<file path="config.mk">
export PLATFORM = sky130hd
export DESIGN_NAME = sclk_ratio_check
export DESIGN_NICKNAME = d
export VERILOG_FILES = /design/src/rtl/srv_pkg.sv /design/src/rtl/srv_edge_sync.sv /design/src/rtl/srv_frame_counter.sv /design/src/rtl/srv_ratio_classify.sv /design/src/rtl/srv_lock_tracker.sv /design/src/rtl/sclk_ratio_check.sv
export SDC_FILE = /design/constraint.sdc
export NUM_CORES = 1
export LEC_CHECK = 0
export BUFFER_PORTS_ARGS = -buffer_cell sky130_fd_sc_hd__buf_2
export CORE_MARGIN = 2
export CORE_UTILIZATION = 25
export DETAILED_ROUTE_END_ITERATION = 7
export GPL_TIMING_DRIVEN = 0
export HOLD_SLACK_MARGIN = 0.03
export RECOVER_POWER = 25
export SKIP_LAST_GASP = 1
export SYNTH_ARGS = -nofsm -noshare
export SYNTH_HDL_FRONTEND = slang
export SYNTH_SLANG_ARGS = --single-unit
</file>
<file path="constraint.sdc">
create_clock -name clk -period 2.5 [get_ports clk]
set_input_delay 0.5 -clock clk [delete_from_list [all_inputs] [get_ports clk]]
set_output_delay 0.5 -clock clk [all_outputs]
set_load 0.02 [all_outputs]
</file>
<file path="src/rtl/srv_pkg.sv">
package srv_pkg;

    typedef enum logic [1:0] {
        SPD_SINGLE = 2'b00,
        SPD_DOUBLE = 2'b01,
        SPD_QUAD   = 2'b10,
        SPD_RSVD   = 2'b11
    } speed_e;

    typedef enum logic [1:0] {
        RAT_32  = 2'b00,
        RAT_48  = 2'b01,
        RAT_64  = 2'b10,
        RAT_128 = 2'b11
    } ratio_e;

    typedef struct packed {
        logic   legal;
        ratio_e code;
    } verdict_t;

    localparam int RATIO_A = 32;
    localparam int RATIO_B = 48;
    localparam int RATIO_C = 64;
    localparam int RATIO_D = 128;

endpackage

</file>
<file path="src/rtl/srv_edge_sync.sv">
module srv_edge_sync #(
    parameter int STAGES = 2
) (
    input  logic clk,
    input  logic rst_n,
    input  logic din,
    output logic rise
);
    localparam int PW = STAGES + 1;

    typedef struct packed {
        logic [PW-1:0] pipe;
    } sync_t;

    sync_t q, d;

    always_comb begin
        d      = q;
        d.pipe = {q.pipe[PW-2:0], din};
    end

    always_ff @(posedge clk or negedge rst_n) begin
        if (!rst_n) q <= '0;
        else        q <= d;
    end

    assign rise = q.pipe[STAGES-1] & ~q.pipe[STAGES];


    rise_single_chk: assert property (@(posedge clk) disable iff (!rst_n)
        rise |=> !rise);

endmodule

</file>
<file path="src/rtl/srv_frame_counter.sv">
module srv_frame_counter #(
    parameter int OVF_LIMIT = 256,
    parameter int CNT_W     = $clog2(OVF_LIMIT + 1)
) (
    input  logic             clk,
    input  logic             rst_n,
    input  logic             bit_rise,
    input  logic             frame_rise,
    output logic             frame_done,
    output logic [CNT_W-1:0] frame_cnt,
    output logic             frame_ovf,
    output logic             ovf_event
);
    localparam logic [CNT_W-1:0] LIMIT  = CNT_W'(OVF_LIMIT);
    localparam logic [CNT_W-1:0] BEFORE = CNT_W'(OVF_LIMIT - 1);

    typedef struct packed {
        logic             armed;
        logic [CNT_W-1:0] cnt;
        logic             ovf;
        logic             done;
        logic [CNT_W-1:0] cnt_out;
        logic             ovf_out;
        logic             ovf_evt;
    } fc_t;

    fc_t q, d;

    always_comb begin
        d         = q;
        d.done    = 1'b0;
        d.ovf_evt = 1'b0;
        if (frame_rise) begin
            if (q.armed) begin
                d.done    = 1'b1;
                d.cnt_out = q.cnt;
                d.ovf_out = q.ovf;
            end
            d.armed = 1'b1;
            d.cnt   = bit_rise ? CNT_W'(1) : '0;
            d.ovf   = 1'b0;
        end else if (q.armed && bit_rise && (q.cnt != LIMIT)) begin
            d.cnt = q.cnt + 1'b1;
            if (q.cnt == BEFORE) begin
                d.ovf     = 1'b1;
                d.ovf_evt = 1'b1;
            end
        end
    end

    always_ff @(posedge clk or negedge rst_n) begin
        if (!rst_n) q <= '0;
        else        q <= d;
    end

    assign frame_done = q.done;
    assign frame_cnt  = q.cnt_out;
    assign frame_ovf  = q.ovf_out;
    assign ovf_event  = q.ovf_evt;


    cnt_cap_chk: assert property (@(posedge clk) disable iff (!rst_n)
        q.cnt <= LIMIT);


    done_armed_chk: assert property (@(posedge clk) disable iff (!rst_n)
        !q.armed |=> !q.done);


    ovf_done_excl_chk: assert property (@(posedge clk) disable iff (!rst_n)
        !(q.done && q.ovf_evt));

endmodule

</file>
<file path="src/rtl/srv_ratio_classify.sv">
module srv_ratio_classify
    import srv_pkg::*;
#(
    parameter int CNT_W = 9
) (
    input  logic [CNT_W-1:0] cnt,
    input  logic             ovf,
    input  logic [1:0]       mode,
    output verdict_t         verdict
);
    always_comb begin
        verdict = '{legal: 1'b0, code: RAT_32};
        if (!ovf) begin
            if (cnt == CNT_W'(RATIO_A)) begin
                verdict = '{legal: 1'b1, code: RAT_32};
            end else if (cnt == CNT_W'(RATIO_B)) begin
                verdict = '{legal: 1'b1, code: RAT_48};
            end else if (cnt == CNT_W'(RATIO_C)) begin
                verdict = '{legal: 1'b1, code: RAT_64};
            end else if (cnt == CNT_W'(RATIO_D) && mode == SPD_SINGLE) begin
                verdict = '{legal: 1'b1, code: RAT_128};
            end
        end
    end

endmodule

</file>
<file path="src/rtl/srv_lock_tracker.sv">
module srv_lock_tracker
    import srv_pkg::*;
(
    input  logic       clk,
    input  logic       rst_n,
    input  logic       frame_done,
    input  verdict_t   verdict,
    input  logic       ovf_event,
    output logic [1:0] ratio_code,
    output logic       ratio_valid,
    output logic       ratio_locked
);
    typedef struct packed {
        ratio_e code;
        logic   valid;
        logic   locked;
        logic   prev_ok;
        ratio_e prev_code;
    } lk_t;

    lk_t q, d;

    always_comb begin
        d = q;
        if (frame_done) begin
            d.valid     = verdict.legal;
            d.code      = verdict.legal ? verdict.code : RAT_32;
            d.locked    = verdict.legal && q.prev_ok && (q.prev_code == verdict.code);
            d.prev_ok   = verdict.legal;
            d.prev_code = verdict.code;
        end else if (ovf_event) begin
            d.valid   = 1'b0;
            d.code    = RAT_32;
            d.locked  = 1'b0;
            d.prev_ok = 1'b0;
        end
    end

    always_ff @(posedge clk or negedge rst_n) begin
        if (!rst_n) begin
            q <= '{code: RAT_32, valid: 1'b0, locked: 1'b0, prev_ok: 1'b0, prev_code: RAT_32};
        end else begin
            q <= d;
        end
    end

    assign ratio_code   = q.code;
    assign ratio_valid  = q.valid;
    assign ratio_locked = q.locked;


    lock_needs_valid_chk: assert property (@(posedge clk) disable iff (!rst_n)
        ratio_locked |-> ratio_valid);


    lock_drop_chk: assert property (@(posedge clk) disable iff (!rst_n)
        (frame_done && !verdict.legal) |=> !ratio_locked);


    ovf_kill_chk: assert property (@(posedge clk) disable iff (!rst_n)
        ovf_event |=> (!ratio_valid && !ratio_locked && ratio_code == 2'b00));


    hold_chk: assert property (@(posedge clk) disable iff (!rst_n)
        (!frame_done && !ovf_event) |=> $stable({ratio_code, ratio_valid, ratio_locked}));

endmodule

</file>
<file path="src/rtl/sclk_ratio_check.sv">
module sclk_ratio_check
    import srv_pkg::*;
#(
    parameter int SYNC_STAGES = 2,
    parameter int OVF_LIMIT   = 256
) (
    input  logic       clk,
    input  logic       rst_n,
    input  logic [1:0] speed_mode,
    input  logic       sclk_in,
    input  logic       lrck_in,
    output logic [1:0] ratio_code,
    output logic       ratio_valid,
    output logic       ratio_locked
);
    localparam int CNT_W = $clog2(OVF_LIMIT + 1);

    logic             bit_rise;
    logic             frame_rise;
    logic             frame_done;
    logic [CNT_W-1:0] frame_cnt;
    logic             frame_ovf;
    logic             ovf_event;
    verdict_t         verdict;

    srv_edge_sync #(.STAGES(SYNC_STAGES)) u_sclk_sync (
        .clk (clk),
        .rst_n (rst_n),
        .din (sclk_in),
        .rise (bit_rise)
    );

    srv_edge_sync #(.STAGES(SYNC_STAGES)) u_lrck_sync (
        .clk (clk),
        .rst_n (rst_n),
        .din (lrck_in),
        .rise (frame_rise)
    );

    srv_frame_counter #(.OVF_LIMIT(OVF_LIMIT), .CNT_W(CNT_W)) u_counter (
        .clk        (clk),
        .rst_n      (rst_n),
        .bit_rise   (bit_rise),
        .frame_rise (frame_rise),
        .frame_done (frame_done),
        .frame_cnt  (frame_cnt),
        .frame_ovf  (frame_ovf),
        .ovf_event  (ovf_event)
    );

    srv_ratio_classify #(.CNT_W(CNT_W)) u_classify (
        .cnt     (frame_cnt),
        .ovf     (frame_ovf),
        .mode    (speed_mode),
        .verdict (verdict)
    );

    srv_lock_tracker u_tracker (
        .clk          (clk),
        .rst_n        (rst_n),
        .frame_done   (frame_done),
        .verdict      (verdict),
        .ovf_event    (ovf_event),
        .ratio_code   (ratio_code),
        .ratio_valid  (ratio_valid),
        .ratio_locked (ratio_locked)
    );


    no128_fast_chk: assert property (@(posedge clk) disable iff (!rst_n)
        (frame_done && verdict.legal && verdict.code == RAT_128) |-> (speed_mode == SPD_SINGLE));


    code_zero_invalid_chk: assert property (@(posedge clk) disable iff (!rst_n)
        !ratio_valid |-> (ratio_code == 2'b00));

endmodule

</file>
==> qor.txt, run 1 <==
Post-Place Cell Area -> 0.001628 mm²
IO Count -> 10
hold violation count in the final report -> 0
Num CTS Buffers -> 5
launching point of the worst reg2reg path -> u_counter.q[19]
min Tclk post-route -> 1739 ps
HP Class -> in2async
peak supply drop -> 319.9 µV
top-count cell post-synth -> dfrtp_1
Startpoint Class -> flop
fin. max-slew vios -> 0
Cells after Synth -> 131
DP HPWL -> 1731 µm
CP max stage delay -> 550 ps
upper clock frequency limit -> 575.1 MHz
CP endpoint kind -> flop
clk_lat worst skew -> 290 ps
total power -> 1.297 mW
DR vias -> 958
largest area contributor in the netlist -> dfrtp_1
Critical Path End -> u_counter.q[13]
Final ANT Viol Nets -> 0
share of cells above drive strength 1 -> 0.1892
Final Cell Area -> 0.001740 mm²
CTS sink count -> 35
nets -> 156
drc violations -> 0
synthesized area -> 0.001489 mm²
Unique masters post-synth -> 33
post-cts hold buffer count -> 0
Main synth FF type -> dfrtp_1
syn_nets -> 140
Setup CP Type -> reg2reg
worst-margin pin slew -> 767.1 ps
area share of the largest cell type after synthesis -> 0.5882
H-tree depth -> 2
largest net degree at the start of global routing -> 36
Synth top cells by count -> dfrtp_1 (35), nor2_1 (12), nand2_1 (11)
Period Utilization, post-route -> 0.6956
Initial Util -> 0.2545
worst-path maximum fanout -> 6
hold_ws -> 288.1 ps
first-pass GRT wire length -> 4416 µm
Post-Route WL -> 2444 µm
Leak -> 0.7909 nW
pwr dens -> 745.0 mW/mm²
number of fill cells -> 612
TritonCTS clock tree -> built
TNS Setup -> 0 ps
Post-synth ARST share -> 1.000
via/cell ratio -> 4.296
Diodes inserted -> 0
reg-to-reg endpoint -> u_counter.q[13]
max cap viols -> 0
unrepaired setup endpoints after global routing -> no
clock-pin slew on the worst setup and hold paths -> 80 ps
Seq/Total Area, Yosys -> 0.5882
Required @ worst endpoint -> 2660 ps
R2R setup slack -> 760 ps
CP Launch Point -> u_counter.q[19]
Longest Clk Path Bufs -> 2
Post-CTS Resized -> 0
gpl congestion -> 0.7363
die width -> 81.18 µm
synth top area cells -> dfrtp_1 (59%), mux2_2 (4.5%), o21ai_0 (3.4%), nor2_1 (3.0%), nand2_1 (2.8%)
worst-case reg-to-reg path depth -> 4
chip height -> 81.18 µm
Congestion Overflow GR -> 0
Routed WL per cell -> 10.96 µm
clock skew -> 9.586 ps
IO buf count -> 9
first drt pass iteration count -> 4
status -> completed
Post-CTS Setup Bufs -> 0
slowest CP cell -> or4_1
clock root cell -> clkbuf_8
die area -> 0.006589 mm²
Mapped Avg Cell Area -> 11.37 µm²
total number of yosys warnings -> 0
flops & latches, synth -> 35
row cnt -> 28
Slew Limit Headroom -> 0.4886
vias in the first global route -> 958
initial DRC count -> 82
initial antenna violation count -> 0
Area Growth Syn to Fin -> 16.89%
crit path DAT -> 1900 ps
core footprint -> 0.005851 mm²
number of flops mapped to enable cells by yosys -> 0
CP Cell Sequence -> or4_1 > o41a_4 > xnor2_1 > mux2i_1
final setup vio count -> 0
GRT Util Overall -> 0.08984
state kept, by name (all words and copies together) (netlist names):
register	count
u_counter.q	11
u_counter.frame_cnt	9
u_lrck_sync.q	3
u_sclk_sync.q	3
u_tracker.q	3
u_tracker.ratio_code	2
u_counter.frame_done	1
u_counter.frame_ovf	1
u_counter.ovf_event	1
u_tracker.ratio_locked	1
worst min path at each step:
stage	cells past startpoint	start	to
final	1	rst_n	u_counter.frame_cnt[8]
after global routing	1	sclk_in	u_sclk_sync.q[0]
after CTS	1	rst_n	u_counter.frame_cnt[8]
after detailed placement	0	u_lrck_sync.q[0]	u_lrck_sync.q[1]
after global placement	0	u_lrck_sync.q[0]	u_lrck_sync.q[1]
after floorplan	0	rst_n	u_counter.frame_cnt[0]
routing by layer:
layer / share of wire / vias up / global-route usage
met2: 0.43 / 17 / 0.1314
met5: 0 / - / 0
met3: 0.045 / 7 / 0.03333
met4: 0.019 / 0 / 0.04576
met1: 0.51 / 448 / 0.1159
li1: - / 486 / -
power by group:
part / switching [mW] / internal (mW) / total (mW)
combinational: 0.0858 / 0.0584 / 0.144
clock: 0.204 / 0.297 / 0.500
sequential: 0.0394 / 0.613 / 0.652
logic make-up after synthesis:
kind of cell | share of synthesized area
buf+inv | 0.03278
compound gates | 0.09748
xor+xnor | 0.03529
mux | 0.05882
fa+ha+maj | 0.02521
flops | 0.5882
simple gates | 0.1622
critical path: cells and delay by family, from the launching register on:
family           cells  cell delay [ps]
AND/OR/NAND/NOR      1              550
AO/OA/AOI/OAI        1              410
multiplexers         1               80
flip-flops           1              420
XOR/XNOR             1              150
layout by cell type, fill, tap and decap left out, types with 2 or more instances in the layout:
cell and instances:
dfrtp_1 35, nor2_1 12, nand2_1 11, o21ai_0 10, buf_2 9, inv_1 7, mux2_2 6, clkbuf_8 5
nand4_1 4, xnor2_1 4, nor3_1 3, a21oi_1 3, ha_1 3, nand3_1 2, nor2b_1 2, clkbuf_1 2
nand2b_1 2, xor2_1 2, or3_1 2, o22ai_1 2, mux2i_1 2, a32o_1 2, and3_1 2, buf_4 2
area by class of cell:
cell class | count | area [µm²] | area share
inverter | 7 | 26.28 | 0.01510
clock inverter | 3 | 43.79 | 0.02516
clock buffer | 5 | 68.82 | 0.03954
sequential | 35 | 875.8 | 0.5032
multi-input combinational | 85 | 564.3 | 0.3242
timing repair buffer | 9 | 45.04 | 0.02588
tap | 75 | 93.84 | 0.05392
buffer | 4 | 22.52 | 0.01294
stage by stage:
| step | std cells | worst slack (ps) | util |
|---|---|---|---|
| finish | 223 | 761.1 | 0.2975 |
| global route | 223 | 685.4 | 0.2975 |
| CTS | 223 | 746.4 | 0.2975 |
| detailed placement | 215 | 763.2 | 0.2782 |
| global placement | 215 | 746.2 | 0.2782 |
| floorplan | 131 | 855.7 | - |
Note: power is estimated with default switching activity, not from simulation.
==> run 2: changes to the inputs <==
--- a/config.mk
+++ b/config.mk
@@ -5,6 +5,7 @@
 export SDC_FILE = /design/constraint.sdc
 export NUM_CORES = 1
 export LEC_CHECK = 0
+export ABC_AREA = 1
 export BUFFER_PORTS_ARGS = -buffer_cell sky130_fd_sc_hd__buf_2
 export CORE_MARGIN = 2
 export CORE_UTILIZATION = 25
==> constraint.sdc (replaced) <==
create_clock -name clk -period 1.65 [get_ports clk]
set_input_delay 0.33 -clock clk [delete_from_list [all_inputs] [get_ports clk]]
set_output_delay 0.33 -clock clk [all_outputs]
set_load 0.02 [all_outputs]
==> qor.txt, run 2 <==
Final ANT Viol Nets -> 0
syn_nets -> 213
die width -> 85.50 µm
Finished Layout Cells -> 305
max reg flops -> 11
launching point of the worst reg2reg path -> u_counter.q[13]
status -> completed
fin. max-slew vios -> 0
H-tree depth -> 2
Num CTS Buffers -> 5
HP Class -> in2async
Buf+Inv Stages, Crit Path -> 3
cell count after placement -> 290
die area -> 0.007309 mm²
Unique masters post-synth -> 25
total number of yosys warnings -> 0
Mapped Avg Cell Area -> 8.139 µm²
total power -> 1.983 mW
Post-synth ARST share -> 1.000
reg-to-reg endpoint -> u_counter.q[16]
number of flops mapped to enable cells by yosys -> 0
worst-case reg-to-reg path depth -> 9
Initial Util -> 0.2600
initial DRC count -> 109
clock-pin slew on the worst setup and hold paths -> 70 ps
CTS sink count -> 35
Cells after Synth -> 204
Setup CP Type -> reg2reg
flops & latches, synth -> 35
Synth top cells by count -> nand2_1 (59), dfrtp_1 (35), inv_1 (23)
Congestion Overflow GR -> 0
Seq/Total Area, Yosys -> 0.5275
hold violation count in the final report -> 0
Routed WL per cell -> 10.70 µm
CP endpoint kind -> flop
first-pass GRT wire length -> 5678 µm
crit path DAT -> 1820 ps
drc violations -> 0
R2R setup slack -> 40 ps
worst-margin pin slew -> 863.3 ps
CP Cell Sequence -> buf_4 > inv_1 > ha_1 > nand3_1 > nor2_2 > a21oi_4 > buf_4 > nand2_1 > a21oi_1
TNS Setup -> 0 ps
Slew Limit Headroom -> 0.4245
crit-path leading delay family -> compound AO/OA/AOI/OAI gates
max cap viols -> 0
peak supply drop -> 388.2 µV
row cnt -> 29
DP HPWL -> 2160 µm
Storage cell area -> 877.1 µm²
Diodes inserted -> 0
nets -> 236
Required @ worst endpoint -> 1860 ps
min Tclk post-route -> 1607 ps
final setup vio count -> 0
via/cell ratio -> 4.361
IO Count -> 10
initial antenna violation count -> 0
largest net degree at the start of global routing -> 36
most frequent cells in the layout -> nand2_1 (59), dfrtp_1 (34), inv_1 (23)
Area Growth Syn to Fin -> 19.97%
largest reg by FF count -> u_counter.q
Longest Clk Path Bufs -> 2
pre-CTS WS -> -79.37 ps
vias in the first global route -> 1,309
clock root cell -> clkbuf_8
Post-Route WL -> 3263 µm
chip height -> 85.50 µm
slowest CP cell -> dfrtp_2
upper clock frequency limit -> 622.3 MHz
pwr dens -> 995.7 mW/mm²
hold_ws -> 145.6 ps
Period Utilization, post-route -> 0.9739
CP most frequent cell -> buf_4
worst-path maximum fanout -> 8
top-count cell post-synth -> nand2_1
number of fill cells -> 682
DR vias -> 1,330
IO buf count -> 9
GRT Util Overall -> 0.09901
synthesized area -> 0.001660 mm²
Post-Place Cell Area -> 0.001802 mm²
commonest non-fill, non-tap cell in the layout -> nand2_1
share of cells above drive strength 1 -> 0.1754
largest area contributor in the netlist -> dfrtp_1
Final Cell Area -> 0.001992 mm²
Startpoint Class -> flop
unrepaired setup endpoints after global routing -> yes
clock skew -> 6.303 ps
area of the multi-input gates -> 685.7 µm²
final setup margin -> 43.11 ps
Main synth FF type -> dfrtp_1
gpl congestion -> 0.8572
core footprint -> 0.006386 mm²
area share of the largest cell type after synthesis -> 0.5275
Leak -> 0.9796 nW
TritonCTS clock tree -> built
CP max stage delay -> 360 ps
first drt pass iteration count -> 4
synth top area cells -> dfrtp_1 (53%), nand2_1 (13%), inv_1 (5.2%), nand3_1 (5.1%), nor2_1 (5.0%)
core utilization of the finished layout -> 0.3119
clk_lat worst skew -> 290 ps
==> run 2: changes by cell type after synthesis, moves of 4 or more <==
cell and change:
nor2_1 +10, xnor2_1 -4, nand2_1 +48, inv_1 +16
mux2_2 -6, nand3_1 +15, o21ai_1 +4
==> run 2: kinds of logic (layout without fill, tap and decap cells) <==
family | after synthesis | in the layout | share of synthesized area
DFF | 35 | 35 | 0.5275
buffers and inverters | 29 | 52 | 0.07083
AOI/OAI and AO/OA | 23 | 23 | 0.07838
and+or+nand+nor | 113 | 114 | 0.2954
adders and majority gates | 3 | 3 | 0.02261
xor gates and xnor gates | 1 | 1 | 0.005276
==> run 2: final cells by class <==
type | count | share of cell area
plain buffers | 4 | 0.01193
clock buffers | 5 | 0.03455
clock inverters | 3 | 0.02198
inverters | 25 | 0.04711
multi-input cells | 141 | 0.3442
flip-flops and latches | 35 | 0.4403
well taps | 77 | 0.04837
repair buffers | 15 | 0.05151
==> run 2: repair_timing <==
item                       CTS  global route
setup endpoints to repair    3             5
hold buffers                 0             0
cloned                       0             1
gates resized for setup      2             2
pin swaps                    0             1
buffers inserted             0             6
==> run 2: power by group <==
group / leakage [nW] / switching (mW) / internal (mW) / total (mW)
clock: 0.0581 / 0.323 / 0.450 / 0.773
sequential: 0.460 / 0.0344 / 0.909 / 0.943
combinational: 0.462 / 0.161 / 0.107 / 0.268
==> run 2: how the worst max path moves through the flow <==
stage,startpoint,endpoint,depth (start not counted)
CTS,u_counter.q[13],u_counter.q[21],7
finish,u_counter.q[13],u_counter.q[16],9
floorplan,u_counter.q[13],u_counter.q[21],7
global placement,u_counter.q[13],u_counter.q[21],7
detailed placement,u_counter.q[13],u_counter.q[21],7
global route,u_counter.q[14],u_counter.q[21],7
==> run 2: metal layers <==
| layer | GRT usage | part of all wire | vias to the layer above |
|---|---|---|---|
| met3 | 0.02599 | 0.021 | 7 |
| li1 | - | - | 692 |
| met4 | 0.04329 | 0.019 | 0 |
| met5 | 0 | 0 | - |
| met1 | 0.1233 | 0.50 | 610 |
| met2 | 0.1619 | 0.46 | 21 |
